### src/rtl/i2cam_pkg.sv
package i2cam_pkg;
    localparam int BYTE_W = 8;
    localparam int REG_AW = 3;
    localparam int HI_W   = 2;
    localparam int CNT_W  = $clog2(BYTE_W + 1);
    localparam logic [4:0] TEN_TAG = 5'b11110;

    localparam logic [REG_AW-1:0] RA_CFG   = REG_AW'(0);
    localparam logic [REG_AW-1:0] RA_OWN   = REG_AW'(1);
    localparam logic [REG_AW-1:0] RA_OWNHI = REG_AW'(2);
    localparam logic [REG_AW-1:0] RA_MASK  = REG_AW'(3);
    localparam logic [REG_AW-1:0] RA_BUF   = REG_AW'(4);
    localparam logic [REG_AW-1:0] RA_FLAGS = REG_AW'(5);

    localparam int CB_MODE10 = 0;
    localparam int CB_GC     = 1;
    localparam int CB_HOLD   = 2;
    localparam int CB_ACKV   = 3;
    localparam int CB_REL    = 4;

    localparam int FB_IRQ  = 0;
    localparam int FB_BF   = 1;
    localparam int FB_UA   = 2;
    localparam int FB_HOLD = 3;

    typedef enum logic [2:0] {
        ST_IDLE, ST_ADDR1, ST_ADDR2, ST_DATA, ST_ACK, ST_HOLD, ST_SKIP
    } phase_e;

    typedef struct packed {
        logic              mode10;
        logic              gc_en;
        logic              hold_en;
        logic [BYTE_W-1:0] own;
        logic [HI_W-1:0]   own_hi;
        logic [BYTE_W-1:0] mask;
    } cfg_t;

    typedef struct packed {
        logic start;
        logic stop;
        logic rise;
        logic fall;
        logic scl;
        logic sda;
    } bus_ev_t;

    typedef struct packed {
        logic   ack;
        logic   final_addr;
        logic   set_ua;
        phase_e nxt;
    } verdict_t;

    // Decide what a completed byte means in the current phase.
    function automatic verdict_t judge(phase_e ph, logic [BYTE_W-1:0] b, cfg_t c);
        verdict_t v;
        logic     is_gc;
        v.ack        = 1'b0;
        v.final_addr = 1'b0;
        v.set_ua     = 1'b0;
        v.nxt        = ST_SKIP;
        is_gc        = c.gc_en && (b == '0);
        case (ph)
            ST_ADDR1: begin
                if (is_gc) begin
                    v.ack = 1'b1; v.final_addr = 1'b1; v.nxt = ST_DATA;
                end else if (!c.mode10) begin
                    if (((b ^ c.own) & c.mask & {{(BYTE_W-1){1'b1}}, 1'b0}) == '0) begin
                        v.ack = 1'b1; v.final_addr = 1'b1;
                        v.nxt = b[0] ? ST_SKIP : ST_DATA;
                    end
                end else if (b[BYTE_W-1 -: 5] == TEN_TAG && b[HI_W:1] == c.own_hi) begin
                    v.ack = 1'b1; v.set_ua = 1'b1;
                    v.nxt = b[0] ? ST_SKIP : ST_ADDR2;
                end
            end
            ST_ADDR2: begin
                if (((b ^ c.own) & c.mask) == '0) begin
                    v.ack = 1'b1; v.final_addr = 1'b1; v.set_ua = 1'b1; v.nxt = ST_DATA;
                end
            end
            ST_DATA: begin
                v.ack = 1'b1; v.nxt = ST_DATA;
            end
            default: ;
        endcase
        return v;
    endfunction
endpackage

### src/rtl/i2cam_sync.sv
module i2cam_sync
    import i2cam_pkg::*;
#(
    parameter int STAGES = 2
) (
    input  logic    clk,
    input  logic    rst,
    input  logic    scl_raw,
    input  logic    sda_raw,
    output bus_ev_t ev
);
    logic [STAGES-1:0] scl_sh, sda_sh;
    logic              scl_d, sda_d, scl_n, sda_n;

    always_ff @(posedge clk) begin
        if (rst) begin
            scl_sh <= '1;
            sda_sh <= '1;
            scl_d  <= 1'b1;
            sda_d  <= 1'b1;
        end else begin
            scl_sh <= {scl_sh[STAGES-2:0], scl_raw};
            sda_sh <= {sda_sh[STAGES-2:0], sda_raw};
            scl_d  <= scl_n;
            sda_d  <= sda_n;
        end
    end

    always_comb begin
        scl_n    = scl_sh[STAGES-1];
        sda_n    = sda_sh[STAGES-1];
        ev.scl   = scl_n;
        ev.sda   = sda_n;
        ev.rise  = scl_n && !scl_d;
        ev.fall  = !scl_n && scl_d;
        ev.start = scl_n && scl_d && sda_d && !sda_n;
        ev.stop  = scl_n && scl_d && !sda_d && sda_n;
    end
endmodule

### src/rtl/i2cam_regs.sv
module i2cam_regs
    import i2cam_pkg::*;
(
    input  logic              clk,
    input  logic              rst,
    input  logic              we,
    input  logic              re,
    input  logic [REG_AW-1:0] addr,
    input  logic [BYTE_W-1:0] wdata,
    input  logic              load,
    input  logic [BYTE_W-1:0] load_data,
    input  logic              irq_set,
    input  logic              ua_set,
    input  logic              holding,
    output cfg_t              cfg,
    output logic [BYTE_W-1:0] rdata,
    output logic              irq,
    output logic              rel,
    output logic              rel_ack
);
    logic              mode10_q, gc_q, hold_q, ackv_q;
    logic [BYTE_W-1:0] own_q, mask_q, buf_q;
    logic [HI_W-1:0]   hi_q;
    logic              irq_q, bf_q, ua_q;
    logic              wr_cfg, wr_flags;

    assign wr_cfg   = we && (addr == RA_CFG);
    assign wr_flags = we && (addr == RA_FLAGS);
    assign rel      = wr_cfg && wdata[CB_REL];
    assign rel_ack  = wdata[CB_ACKV];
    assign irq      = irq_q;

    always_ff @(posedge clk) begin
        if (rst) begin
            mode10_q <= 1'b0; gc_q <= 1'b0; hold_q <= 1'b0; ackv_q <= 1'b0;
            own_q <= '0; hi_q <= '0; mask_q <= '1; buf_q <= '0;
            irq_q <= 1'b0; bf_q <= 1'b0; ua_q <= 1'b0;
        end else begin
            if (wr_cfg) begin
                mode10_q <= wdata[CB_MODE10];
                gc_q     <= wdata[CB_GC];
                hold_q   <= wdata[CB_HOLD];
                ackv_q   <= wdata[CB_ACKV];
            end
            if (we && addr == RA_OWN)   own_q  <= wdata;
            if (we && addr == RA_OWNHI) hi_q   <= wdata[HI_W-1:0];
            if (we && addr == RA_MASK)  mask_q <= wdata;
            if (load) buf_q <= load_data;

            if (irq_set)                         irq_q <= 1'b1;
            else if (wr_flags && wdata[FB_IRQ])  irq_q <= 1'b0;
            if (ua_set)                          ua_q  <= 1'b1;
            else if (wr_flags && wdata[FB_UA])   ua_q  <= 1'b0;
            if (load)                            bf_q  <= 1'b1;
            else if (re && addr == RA_BUF)       bf_q  <= 1'b0;
        end
    end

    always_comb begin
        cfg.mode10  = mode10_q;
        cfg.gc_en   = gc_q;
        cfg.hold_en = hold_q;
        cfg.own     = own_q;
        cfg.own_hi  = hi_q;
        cfg.mask    = mask_q;
        rdata       = '0;
        case (addr)
            RA_CFG: begin
                rdata[CB_MODE10] = mode10_q;
                rdata[CB_GC]     = gc_q;
                rdata[CB_HOLD]   = hold_q;
                rdata[CB_ACKV]   = ackv_q;
            end
            RA_OWN:   rdata = own_q;
            RA_OWNHI: rdata = {{(BYTE_W-HI_W){1'b0}}, hi_q};
            RA_MASK:  rdata = mask_q;
            RA_BUF:   rdata = buf_q;
            RA_FLAGS: begin
                rdata[FB_IRQ]  = irq_q;
                rdata[FB_BF]   = bf_q;
                rdata[FB_UA]   = ua_q;
                rdata[FB_HOLD] = holding;
            end
            default: ;
        endcase
    end
endmodule

### src/rtl/i2cam_fsm.sv
module i2cam_fsm
    import i2cam_pkg::*;
(
    input  logic              clk,
    input  logic              rst,
    input  bus_ev_t           ev,
    input  cfg_t              cfg,
    input  logic              rel,
    input  logic              rel_ack,
    output logic              sda_low,
    output logic              scl_hold,
    output logic              load,
    output logic [BYTE_W-1:0] load_data,
    output logic              irq_set,
    output logic              ua_set
);
    phase_e            st, nxt_q;
    logic [CNT_W-1:0]  bitcnt;
    logic [BYTE_W-1:0] sh;
    logic              held_q;
    logic              rx_phase, byte_done, hold_now;
    verdict_t          v;

    always_comb begin
        v         = judge(st, sh, cfg);
        rx_phase  = (st == ST_ADDR1) || (st == ST_ADDR2) || (st == ST_DATA);
        byte_done = rx_phase && ev.fall && (bitcnt == CNT_W'(BYTE_W));
        hold_now  = byte_done && v.ack && v.final_addr && cfg.hold_en;
        load      = 1'b0;
        irq_set   = 1'b0;
        ua_set    = 1'b0;
        load_data = sh;
        if (!ev.start && !ev.stop) begin
            if (hold_now) begin
                load = 1'b1; irq_set = 1'b1;
            end
            if (byte_done && v.ack && v.set_ua) ua_set = 1'b1;
            if (st == ST_ACK && ev.fall && sda_low && !held_q) begin
                load = 1'b1; irq_set = 1'b1;
            end
        end
    end

    always_ff @(posedge clk) begin
        if (rst) begin
            st <= ST_IDLE; nxt_q <= ST_SKIP; bitcnt <= '0; sh <= '0;
            sda_low <= 1'b0; scl_hold <= 1'b0; held_q <= 1'b0;
        end else if (ev.stop) begin
            st <= ST_IDLE; bitcnt <= '0;
            sda_low <= 1'b0; scl_hold <= 1'b0; held_q <= 1'b0;
        end else if (ev.start) begin
            st <= ST_ADDR1; bitcnt <= '0;
            sda_low <= 1'b0; scl_hold <= 1'b0; held_q <= 1'b0;
        end else begin
            case (st)
                ST_ADDR1, ST_ADDR2, ST_DATA: begin
                    if (ev.rise && bitcnt < CNT_W'(BYTE_W)) begin
                        sh     <= {sh[BYTE_W-2:0], ev.sda};
                        bitcnt <= bitcnt + 1'b1;
                    end else if (byte_done) begin
                        bitcnt <= '0;
                        nxt_q  <= v.ack ? v.nxt : ST_SKIP;
                        if (hold_now) begin
                            st <= ST_HOLD; scl_hold <= 1'b1; held_q <= 1'b1;
                        end else begin
                            st <= ST_ACK; sda_low <= v.ack; held_q <= 1'b0;
                        end
                    end
                end
                ST_HOLD: begin
                    if (rel) begin
                        scl_hold <= 1'b0;
                        sda_low  <= !rel_ack;
                        st       <= ST_ACK;
                        if (rel_ack) nxt_q <= ST_SKIP;
                    end
                end
                ST_ACK: begin
                    if (ev.fall) begin
                        sda_low <= 1'b0;
                        st      <= nxt_q;
                    end
                end
                default: ;
            endcase
        end
    end
endmodule

### src/rtl/i2c_addr_match.sv
module i2c_addr_match
    import i2cam_pkg::*;
#(
    parameter int SYNC_STAGES = 2
) (
    input  logic              clk,
    input  logic              rst,
    input  logic              scl_in,
    input  logic              sda_in,
    output logic              scl_hold,
    output logic              sda_low,
    output logic              irq,
    input  logic              reg_we,
    input  logic              reg_re,
    input  logic [REG_AW-1:0] reg_addr,
    input  logic [BYTE_W-1:0] reg_wdata,
    output logic [BYTE_W-1:0] reg_rdata
);
    bus_ev_t           ev;
    cfg_t              cfg;
    logic              rel, rel_ack, load, irq_set, ua_set;
    logic [BYTE_W-1:0] load_data;

    i2cam_sync #(.STAGES(SYNC_STAGES)) u_sync (
        .clk(clk), .rst(rst), .scl_raw(scl_in), .sda_raw(sda_in), .ev(ev)
    );

    i2cam_fsm u_fsm (
        .clk(clk), .rst(rst), .ev(ev), .cfg(cfg), .rel(rel), .rel_ack(rel_ack),
        .sda_low(sda_low), .scl_hold(scl_hold), .load(load), .load_data(load_data),
        .irq_set(irq_set), .ua_set(ua_set)
    );

    i2cam_regs u_regs (
        .clk(clk), .rst(rst), .we(reg_we), .re(reg_re), .addr(reg_addr),
        .wdata(reg_wdata), .load(load), .load_data(load_data), .irq_set(irq_set),
        .ua_set(ua_set), .holding(scl_hold), .cfg(cfg), .rdata(reg_rdata),
        .irq(irq), .rel(rel), .rel_ack(rel_ack)
    );
endmodule

### config.mk
export PLATFORM = sky130hd
export DESIGN_NAME = i2c_addr_match
export DESIGN_NICKNAME = d
export VERILOG_FILES = /design/src/rtl/i2cam_pkg.sv /design/src/rtl/i2cam_sync.sv /design/src/rtl/i2cam_regs.sv /design/src/rtl/i2cam_fsm.sv /design/src/rtl/i2c_addr_match.sv
export SDC_FILE = /design/constraint.sdc
export NUM_CORES = 1
export LEC_CHECK = 0
export BUFFER_PORTS_ARGS = -buffer_cell sky130_fd_sc_hd__clkbuf_2
export CAP_MARGIN = 10
export CELL_PAD_IN_SITES_DETAIL_PLACEMENT = 1
export CELL_PAD_IN_SITES_GLOBAL_PLACEMENT = 1
export CORE_ASPECT_RATIO = 1.25
export CORE_MARGIN = 4
export CORE_UTILIZATION = 48
export CTS_BUF_LIST = sky130_fd_sc_hd__clkbuf_2 sky130_fd_sc_hd__clkbuf_4 sky130_fd_sc_hd__clkbuf_8
export CTS_CLUSTER_SIZE = 28
export DETAILED_ROUTE_END_ITERATION = 8
export HOLD_SLACK_MARGIN = 0.02
export PLACE_DENSITY = 0.84
export SLEW_MARGIN = 20
export SYNTH_ARGS = -nofsm -noshare
export SYNTH_HDL_FRONTEND = slang
export SYNTH_HIERARCHICAL = 1
export SYNTH_SLANG_ARGS = --single-unit
### constraint.sdc
create_clock -name clk -period 3.1 [get_ports clk]
set_input_delay 0.465 -clock clk [delete_from_list [all_inputs] [get_ports clk]]
set_output_delay 0.465 -clock clk [all_outputs]
set_load 0.02 [all_outputs]
-- After elaboration in Yosys (flattened, before gate mapping)
Cells that the tools add are included.
- bits in registers: 60
- input port bits: 17
- output and inout port bits: 11
- add/sub/neg operators: 1
- magnitude comparators: 1
- eq/ne operators: 24
- muxes and demuxes: 56
- bitwise operators: 5
- reduce and logical (&&, ||, !) cells: 61
- operators by type and width (cell ; count):
    $mux 3 ; 14
    $logic_and 1x1->1 ; 29
    $mux 1 ; 27
    $logic_not 8->1 ; 3
    $pmux 4 s6 ; 1
    $pmux 3 s3 ; 2
    $reduce_and 5->1 ; 3
    $eq 3x2->1 const B ; 4
    $eq 3x3->1 const B ; 4
    $mux 4 ; 3
    $pmux 4 s3 ; 1
    $reduce_bool 2->1 ; 5
    $and 8x8->8 ; 1
    $logic_not 1->1 ; 8
    $ne 2x2->1 const B ; 4
    $xor 8x8->8 ; 1
    $reduce_and 7->1 ; 1
    $eq 3x1->1 const B ; 2
    $mux 6 ; 1
    $ne 2x1->1 const B ; 3
    $ne 3x1->1 const B ; 2
    $ne 3x2->1 const B ; 2
    $pmux 1 s3 ; 2
    $pmux 3 s2 ; 1
    19 further kinds ; 24

-- Logic depth before layout (Yosys ltp)
Gate-level depths: netlist (run 1).
- depth after elaboration: 15
- mapped depth: 10
- depth with buffers taken out: 8

-- By module
The synthesis (run 1) kept the hierarchy.
- modules (own cells, without submodules) (module ; instances ; cells each ; area an instance (um^2)):
    i2cam_regs ; 1 ; 162 ; 1600.3
    i2cam_fsm ; 1 ; 142 ; 1239.9
    i2cam_sync ; 1 ; 18 ; 205.2

-- Worst setup path after synthesis (run 1)
No wires, ideal clock.
- path type: register -> register
- start: register u_fsm.sh[5] (netlist: u_fsm/load_data[5])
- end: register u_regs.buf_q[1]
- library setup time: 0.128 ns
- data arrival time: 2.155 ns
- required time: 2.972 ns
- setup slack: 0.817 ns
- stages on the path, launching flop included: 11
- period minus slack after synthesis: 2.283 ns
- cells stage by stage: dfxtp_1 xor2_1 a22oi_1 nand4_1 nor3_2 o211ai_2 a211oi_1 buf_4 buf_2 mux2i_1 nor2_1
- word-level cells in the longest chain between the ends: 13
- elaborated cells between the ends (all ways): 22
- RTL lines (what ; RTL line ; RTL):
    start, declared ; i2cam_fsm.sv:19 ; logic [BYTE_W-1:0] sh;
    start signal, assigned ; i2cam_fsm.sv:58 ; sh <= {sh[BYTE_W-2:0], ev.sda};
    $xor 8x8->8 ; i2cam_pkg.sv:69, i2cam_pkg.sv:79 ;
    $and 8x8->8 ; i2cam_pkg.sv:69, i2cam_pkg.sv:79 ;
    $logic_not 8->1 ; i2cam_pkg.sv:69 ; if (((b ^ c.own) & c.mask & {{(BYTE_W-1){1'b1}}, 1'b0}) == '0) begin
    $mux 2 ; i2cam_pkg.sv:69 ;
    $mux 1 ; i2cam_pkg.sv:68 ; end else if (!c.mode10) begin
    $mux 2 ; i2cam_pkg.sv:66 ; if (is_gc) begin
    $pmux 1 s3 ; i2cam_pkg.sv:64 ; case (ph)
    $logic_and 1x1->1 ; i2cam_fsm.sv:28 ; hold_now = byte_done && v.ack && v.final_addr && cfg.hold_en;
    $logic_and 1x1->1 (*) (2 in a row) ; i2cam_fsm.sv:28 ;
    $mux 1 (*) (3 in a row) ; n/a ;
    via irq_set ; i2c_addr_match.sv:21 ; logic rel, rel_ack, load, irq_set, ua_set;
    end signal, assigned ; i2cam_regs.sv:48 ; if (load) buf_q <= load_data;
    end, declared ; i2cam_regs.sv:22 ; logic [BYTE_W-1:0] own_q, mask_q, buf_q;
Mark *: on every way through the listed nets, which the timed path passes. The rest lies on a longest branch.
A chain may end at the register's enable or synchronous reset.

-- Worst setup path after layout (run 1)
- start: register u_fsm.sh[0] (netlist: u_fsm/load_data[0])
- end: register u_regs.buf_q[2]
- word-level cells in the longest chain between the ends: 11
- elaborated cells between the ends (all ways): 15
- RTL lines (what ; RTL line ; RTL):
    $xor 8x8->8 ; i2cam_pkg.sv:79 ; if (((b ^ c.own) & c.mask) == '0) begin
    $and 8x8->8 ; i2cam_pkg.sv:79 ;
    $logic_not 8->1 ; i2cam_pkg.sv:79 ;
    $mux 6 ; i2cam_pkg.sv:79 ;
    $pmux 1 s3 ; i2cam_pkg.sv:64 ;
    $logic_and 1x1->1 ; i2cam_fsm.sv:28 ;
    $logic_and 1x1->1 (*) (2 in a row) ; i2cam_fsm.sv:28 ;
    $mux 1 (*) (3 in a row) ; n/a ;
    via irq_set ; i2c_addr_match.sv:21 ;
Marked as above.

==> run summary, run 1 <==
status = complete, no violations
Die X = 79.2 um
ANT nets after route = 0
worst path arrival time = 2700 ps
WL final = 7780 um
placed insts = 415
CTS root buf = clkbuf_8
I/O Pins = 28
Crit Path Max Fanout = 11
P&R area growth vs syn = 11.3%
Worst-Skew Late Latency = 340 ps
DP HPWL = 5480 um
CTS tree = done
Max-slew headroom = 0.437
DR pass1 iterations = 4
clk slew on worst S/H paths = 70 ps
crit path cell chain = xor2_1 -> a22oi_1 -> nand4_1 -> nor3_2 -> o211ai_2 -> a211oi_2 -> buf_4 -> mux2i_1 -> nor2_1
Die Y = 96.9 um
pin count of the biggest net entering global routing = 30
Avg Inst Size Synth = 9.46 um2
Cell Area, Synth = 0.00304 mm2
Nets = 360
Max stage delay on crit path = 540 ps
initial antenna violation count = 0
Starting Density = 0.493
final setup fails = 0
Cell Count, Final, Fillers Out = 430
crit end category = flip-flop
die area = 0.00767 mm2
Final Max Tran Viols = 0
Final min period = 2490 ps
vias post-DR = 2461
Crit path max-delay family = compound AO/OA/AOI/OAI gates
max_cap viols = 0
diodes inserted = 0
port buffer count = 27
clk buf depth = 2
Core ar. = 0.00617 mm2
first-pass GRT wire length = 13200 um
setup TNS = 0 ps
fill count = 737
Resized Gates After CTS = 0
gp weighted congestion = 0.828
P per Cell Area = 499 mW/mm2
CP Class = flip-flop to flip-flop
postcts setup bufs = 0
RSZ-0062 raised after global routing = false
leakage = 1.29 nW
vias in the first global route = 2608
layout cells sized above 1 = 0.183
skew final = 9.48 ps
Initial DRC Count = 95
Via density = 5.72
Synth Net Count = 340
Global Route Usage Sum = 0.221
Final Cycle Share = 0.804
H-tree lvl count = 3
Congestion Overflow GR = 0
Worst Tran Pin Value = 841 ps
WL per Instance = 18.1 um
Mapped Cells = 321
Worst Path Buf+Inv = 1
Post-CTS Hold Buffers = 0
Num Clock Sinks = 59
r2r setup slk = 610 ps
worst hold path type = input port to flip-flop
Core Rows = 32
CTS Buf Count = 9
Ys Warns = 6
final hold vios = 0
critical path required time = 3310 ps
Max VDD drop = 0.000324 V
detailed-route DRC error count = 0
CP max stage cell = dfxtp_1
Setup crit start kind = flip-flop
Max Fclk = 0.401 GHz
## metal layers
layer / track usage / part of all wire / vias up
met5: 0 / 0 / -
met3: 0.0419 / 0.030 / 19
met4: 0.124 / 0.038 / 0
li1: - / - / 1179
met2: 0.368 / 0.53 / 56
met1: 0.263 / 0.40 / 1207
## per-stage QoR
step	hold slack [ps]	total power, mW	setup WS [ps]	util	area (um2)
floorplan	383	0.884	817	-	3040
global placement	394	0.920	747	0.513	3160
detailed placement	399	0.923	703	0.513	3160
CTS	286	1.70	621	0.548	3380
global route	290	1.76	398	0.548	3380
finish	299	1.69	609	0.548	3380
## final cells by class
class                   instances  area, um2  share of cell area
inverters                       5       18.8             0.00555
repair buffers                 32        173              0.0511
clock buffers                  11        145              0.0429
flip-flops and latches         59       1180               0.349
multi-input cells             234       1680               0.498
clock inverters                 4       75.1              0.0222
well taps                      85        106              0.0314
## state kept, by name, indices dropped and copies added (netlist names), 2 cells and up
register	count
u_regs/mask_q	8
u_fsm/st	3
u_regs/buf_q	8
u_sync/scl_sh	2
u_fsm/load_data	8
u_fsm/nxt_q	2
u_fsm/bitcnt	4
u_sync/sda_sh	2
u_regs/own_q	8
u_regs/hi_q	2
## report_power, final
part	switching, mW	internal [mW]	total, mW
Combinational	0.0757	0.0497	0.125
Sequential	0.0122	0.770	0.782
Clock	0.303	0.479	0.781
## worst paths after layout
check	cells after the start	endpoint	from
max	9	u_regs/buf_q[2]	u_fsm/load_data[0]
min reg2reg	1	u_sync/scl_sh[1]	u_sync/scl_sh[0]
max reg2reg	9	u_regs/buf_q[2]	u_fsm/load_data[0]
min	2	u_sync/scl_sh[0]	scl_in
## layout by cell type (no fill, tap or decap), drive strengths merged, types with 2 or more instances in the layout
cell      count
a211oi        2
nor2b         4
inv           5
nor4          2
and4b         2
o21ai         7
o221ai        3
ha            2
buf           5
clkinvlp      2
a21oi        15
nand2b        6
nor3b         7
nor2         46
mux2i        43
or2           7
dfxtp        59
a31oi         4
nand4b        5
nor3          8
or2b          2
nand2        11
or3           4
a211o         9
and2         10
a22oi         4
o32ai         2
clkbuf       38
xor2         11
nand4         3
nand3b        2
and4bb        2
bufinv        2
## worst register-to-register path, delay by kind of cell, from the launching register on
family / cells / cell delay, ps
AO/OA/AOI/OAI: 3 / 620
AND/OR/NAND/NOR: 3 / 550
flip-flops: 1 / 540
buffers and inverters: 1 / 260
multiplexers: 1 / 220
XOR/XNOR: 1 / 160
Power figures use the tool's default switching activity.
==> run 2, diff against run 1 <==
Settings changed: CORE_UTILIZATION 48 to 43, PLACE_DENSITY 0.84 to 0.8.
Clock period 3.1 ns to 2.1 ns, I/O delays scaled along.
==> run 2 against run 1 <==
Combinational power grew 89%. Die area grew 11%. Largest power group unchanged. Largest cell class unchanged. Flip-flop and latch count is the same.
==> run summary, run 2 (synthesized netlist as in run 1, its figures left out) <==
P per Cell Area = 688 mW/mm2 (+38%)
hold path depth = 2 (unchanged)
Die X = 83.2 um (+5.1%)
first-pass GRT wire length = 14000 um (+6.1%)
critical path required time = 2320 ps (-990 ps)
die area = 0.00848 mm2 (+11%)
CTS Buf Count = 9 (unchanged)
Final Max Tran Viols = 0 (unchanged)
crit path cell chain = xor2_1 -> a22oi_1 -> nand4_1 -> buf_4 -> buf_4 -> buf_4 -> buf_4 -> buf_4 -> a311oi_1 -> a31oi_1
Core ar. = 0.00693 mm2 (+12%)
ANT nets after route = 0 (unchanged)
gp weighted congestion = 0.845 (+2.0%)
Worst Path Buf+Inv = 5 (+4)
final design utilization = 0.529 (-0.0194)
worst path arrival time = 2300 ps (-400 ps)
final setup fails = 0 (unchanged)
port buffer count = 27 (unchanged)
DR pass1 iterations = 5 (+1)
vias in the first global route = 2746 (+5.3%)
Crit Path Max Fanout = 3 (-8)
status = complete, no violations
Starting Density = 0.438 (-0.0546)
leakage = 1.45 nW (+13%)
clk buf depth = 2 (unchanged)
initial antenna violation count = 0 (unchanged)
Initial DRC Count = 91 (-4.2%)
Worst-Skew Late Latency = 340 ps (about the same)
worst hold path type = input port to flip-flop
diodes inserted = 0 (unchanged)
WL per Instance = 18.2 um (+0.45%)
vias post-DR = 2580 (+4.8%)
I/O Pins = 28 (unchanged)
R2R cell count = 10 (+1)
Most common cell on crit path = buf_4
Global Route Usage Sum = 0.211 (-0.0103)
most frequent cells in the layout = dfxtp_1, nor2_1, mux2i_1
pin count of the biggest net entering global routing = 51 (+70%)
placed insts = 440 (+6.0%)
Max stage delay on crit path = 350 ps (-190 ps)
Worst Tran Pin Value = 520 ps (-321 ps)
commonest non-fill, non-tap cell in the layout = dfxtp_1
Die Y = 102 um (+5.2%)
Final Cycle Share = 0.989 (+0.185)
Nets = 391 (+8.6%)
Num Clock Sinks = 59 (unchanged)
CP max stage cell = dfxtp_4
Via density = 5.52 (-3.5%)
H-tree lvl count = 3 (unchanged)
CTS root buf = clkbuf_8
Max-slew headroom = 0.653 (+0.216)
Max Fclk = 0.481 GHz (+20%)
Crit path max-delay family = buffers and inverters
Setup crit start kind = flip-flop
fill count = 807 (+9.5%)
Pwr Total = 2.52 mW (+49%)
final hold vios = 0 (unchanged)
Core Rows = 34 (+6.3%)
Cell Count, Final, Fillers Out = 467 (+8.6%)
detailed-route DRC error count = 0 (unchanged)
setup TNS = 0 ps (unchanged)
P&R area growth vs syn = 20.8%
Max VDD drop = 0.000432 V (+33%)
layout cells sized above 1 = 0.284 (+0.101)
critical path depth = 10 (+1)
CP Class = flip-flop to flip-flop
crit end category = flip-flop
Congestion Overflow GR = 0 (unchanged)
Final min period = 2080 ps (-414 ps)
WL final = 8480 um (+9.1%)
skew final = 8.21 ps (-1.27 ps)
max_cap viols = 0 (unchanged)
DP HPWL = 5980 um (+9.1%)
clk slew on worst S/H paths = 70 ps (about the same)
RSZ-0062 raised after global routing = true
CTS tree = done
-- run 2: changes by cell type in the layout (fill, tap and decap cells not counted), sizes merged --
cell,before,now
clkinvlp,2,3
buf,5,36
clkinv,0,2
clkbuf,38,36
-- run 2: what timing repair did --
action / CTS / global route
hold buffers: 0 / 0
endpoints found under the hold margin: 0 / 0
pin swaps: 8 / 8
gates resized for setup: 7 / 7
setup endpoints to repair: 8 / 14
buffers inserted: 12 / 0
-- run 2: area by class of cell --
cell class                 instances  area, um2  area share
timing repair buffer              63        405       0.111
inverter                           5       18.8     0.00512
clock buffer                       9        124      0.0338
multi-input combinational        234       1730       0.470
sequential                        59       1190       0.324
clock inverter                     7       92.6      0.0252
tap                               90        113      0.0307
-- run 2: path summary, 6_finish.rpt --
path	end	slack, ps	from
max	u_fsm/nxt_q[2]	20	u_fsm/load_data[2]
min	u_sync/sda_sh[0]	150	sda_in
max reg2reg	u_fsm/nxt_q[2]	20	u_fsm/load_data[2]
min reg2reg	u_sync/sda_sh[1]	410	u_sync/sda_sh[0]
-- run 2: report_power, final --
| group | total, mW | internal, mW | switching [mW] |
|---|---|---|---|
| combinational | 0.236 | 0.109 | 0.127 |
| clock | 1.14 | 0.662 | 0.473 |
| sequential | 1.15 | 1.13 | 0.0168 |
| total | 2.52 | 1.91 | 0.617 |
-- run 2: routing by layer --
metal / vias to the layer above / track usage / routed length [um]
met5: - / 0 / 0
met4: 0 / 0.0994 / 272
met3: 24 / 0.0484 / 255
met2: 49 / 0.396 / 4470
met1: 1270 / 0.225 / 3490
li1: 1237 / - / -
-- run 2: metrics by stage --
step | hold WS (ps) | cell area (um2) | worst slack, ps
after floorplan | 383 | 3050 | 13.3
final | 145 | 3670 | 22.9
after detailed placement | 393 | 3320 | -39.1
after CTS | 128 | 3650 | 0.0648
after global routing | 143 | 3670 | -104
after global placement | 394 | 3320 | 37.6
==> run 3, diff against run 2 <==
Settings changed: MAX_ROUTING_LAYER set to met4.
==> run 3 against run 2 <==
The flow now finishes with violations (setup timing). Total power decreased by 0.23%. Worst hold slack improved by 4.6 ps. Setup slack got worse by 27 ps. Cell count unchanged. First-iteration DRC count increased by 9.9%. Sequential power about the same. Non-clock buffer count unchanged. Critical endpoint is now u_regs/buf_q[0].
==> run summary, run 3 (synthesized netlist as in run 1, its figures left out) <==
Max VDD drop = 0.000432 V (about the same)
gp weighted congestion = 0.858 (+1.6%)
Final min period = 2100 ps (+27.0 ps)
clk buf depth = 2 (unchanged)
Worst Tran Pin Value = 524 ps (+4.02 ps)
Critical R2R Capture = u_regs/buf_q[0]
status = finished, violations left
crit path launch = u_fsm/load_data[2]
Global Route Usage Sum = 0.218 (+0.00672)
Post-CTS Hold Buffers = 0 (unchanged)
P&R area growth vs syn = 20.8% (unchanged)
CTS tree = done
WL final = 8500 um (+0.15%)
DP HPWL = 5980 um (unchanged)
Starting Density = 0.438 (unchanged)
Die Y = 102 um (unchanged)
ANT nets after route = 0 (unchanged)
worst hold path type = input port to flip-flop
layout cells sized above 1 = 0.284 (unchanged)
setup ws final = -4.13 ps (-27.0 ps)
detailed-route DRC error count = 0 (unchanged)
vias post-DR = 2565 (-0.58%)
P per Cell Area = 686 mW/mm2 (-0.23%)
clk slew on worst S/H paths = 70 ps (about the same)
commonest non-fill, non-tap cell in the layout = dfxtp_1
most frequent cells in the layout = dfxtp_1, nor2_1, mux2i_1
hold path depth = 2 (unchanged)
r2r setup slk = -4 ps (-30 ps)
Final Max Tran Viols = 0 (unchanged)
initial antenna violation count = 0 (unchanged)
DR pass1 iterations = 4 (-1)
vias in the first global route = 2742 (-0.15%)
CTS Buf Count = 9 (unchanged)
worst path arrival time = 2310 ps (about the same)
RSZ-0062 raised after global routing = true
port buffer count = 27 (unchanged)
H-tree lvl count = 3 (unchanged)
Worst-Skew Late Latency = 340 ps (about the same)
Final Cycle Share = 1.00 (+0.0129)
final setup fails = 1 (+1)
diodes inserted = 0 (unchanged)
leakage = 1.45 nW (unchanged)
Core Rows = 34 (unchanged)
crit end category = flip-flop
end of the critical path = u_regs/buf_q[0]
Initial DRC Count = 100 (+9.9%)
CTS root buf = clkbuf_8
setup TNS = -4.13 ps (-4.13 ps)
Crit Path Max Fanout = 6 (+3)
Core ar. = 0.00693 mm2 (unchanged)
failing checks = setup timing
first-pass GRT wire length = 14000 um (+0.15%)
WL per Instance = 18.2 um (+0.15%)
max_cap viols = 0 (unchanged)
pin count of the biggest net entering global routing = 51 (unchanged)
die area = 0.00848 mm2 (unchanged)
Max-slew headroom = 0.650 (-0.00268)
critical path required time = 2310 ps (about the same)
worst r2r src = u_fsm/load_data[2]
R2R cell count = 9 (-1)
final hold vios = 0 (unchanged)
Congestion Overflow GR = 0 (unchanged)
Via density = 5.49 (-0.58%)
final design utilization = 0.529 (unchanged)
worst hold slack = 150 ps (+4.64 ps)
CP Class = flip-flop to flip-flop
I/O Pins = 28 (unchanged)
fill count = 807 (unchanged)
placed insts = 440 (unchanged)
skew final = 8.73 ps (+0.517 ps)
Nets = 391 (unchanged)
Die X = 83.2 um (unchanged)
Cell Count, Final, Fillers Out = 467 (unchanged)
Setup crit start kind = flip-flop
Num Clock Sinks = 59 (unchanged)
Max Fclk = 0.475 GHz (-1.3%)
[run 3: cell counts in the layout (fill, tap and decap cells not counted)]
No cell type changed its count.
[run 3: layout make-up]
type                            count  area, um2  area share
Multi-Input combinational cell    234       1730       0.470
Sequential cell                    59       1190       0.324
Timing Repair Buffer               63        405       0.111
Clock buffer                        9        124      0.0338
Tap cell                           90        113      0.0307
Clock inverter                      7       92.6      0.0252
Inverter                            5       18.8     0.00512
[run 3: worst min-delay path by stage]
stage	from	end	slack, ps
2_1_floorplan	u_sync/scl_sh[0]	u_sync/scl_sh[1]	380
3_3_place_gp	u_sync/scl_sh[0]	u_sync/scl_sh[1]	390
3_5_place_dp	u_sync/sda_sh[0]	u_sync/sda_sh[1]	390
4_1_cts	sda_in	u_sync/sda_sh[0]	130
5_1_grt	sda_in	u_sync/sda_sh[0]	140
6_report	sda_in	u_sync/sda_sh[0]	150
[run 3: metal layers]
layer | global-route usage | vias up | routed length, um
met5 | - | - | 0
met3 | 0.0484 | 22 | 247
li1 | - | 1234 | -
met1 | 0.226 | 1266 | 3530
met4 | 0.0994 | 0 | 253
met2 | 0.395 | 43 | 4470
[run 3: critical path, stage by stage, from the launching register on]
cell and delay (ps):
dfxtp_4 350, xor2_1 170, a22oi_1 230, nand4_1 200, a21boi_2 220, o211ai_2 130, a211oi_2 230, buf_4 200
mux2i_1 190, nor2_1 60
[run 3: timing repair]
action / in CTS / in global routing
pin swaps: 8 / 8
resized for setup: 7 / 7
endpoints found under the setup margin: 8 / 14
setup buffers: 12 / 0
[run 3: power breakdown]
group | internal (mW) | switching [mW] | total, mW
Clock | 0.663 | 0.467 | 1.13
Combinational | 0.109 | 0.128 | 0.237
Sequential | 1.13 | 0.0167 | 1.15
[run 3: through the flow]
stage               setup slack (ps)  total power, mW  area, um2
floorplan                       13.3             1.30       3050
global placement                37.6             1.37       3320
detailed placement             -39.1             1.37       3320
CTS                           0.0648             2.55       3650
global route                    -104             2.62       3670
finish                         -4.13             2.52       3670
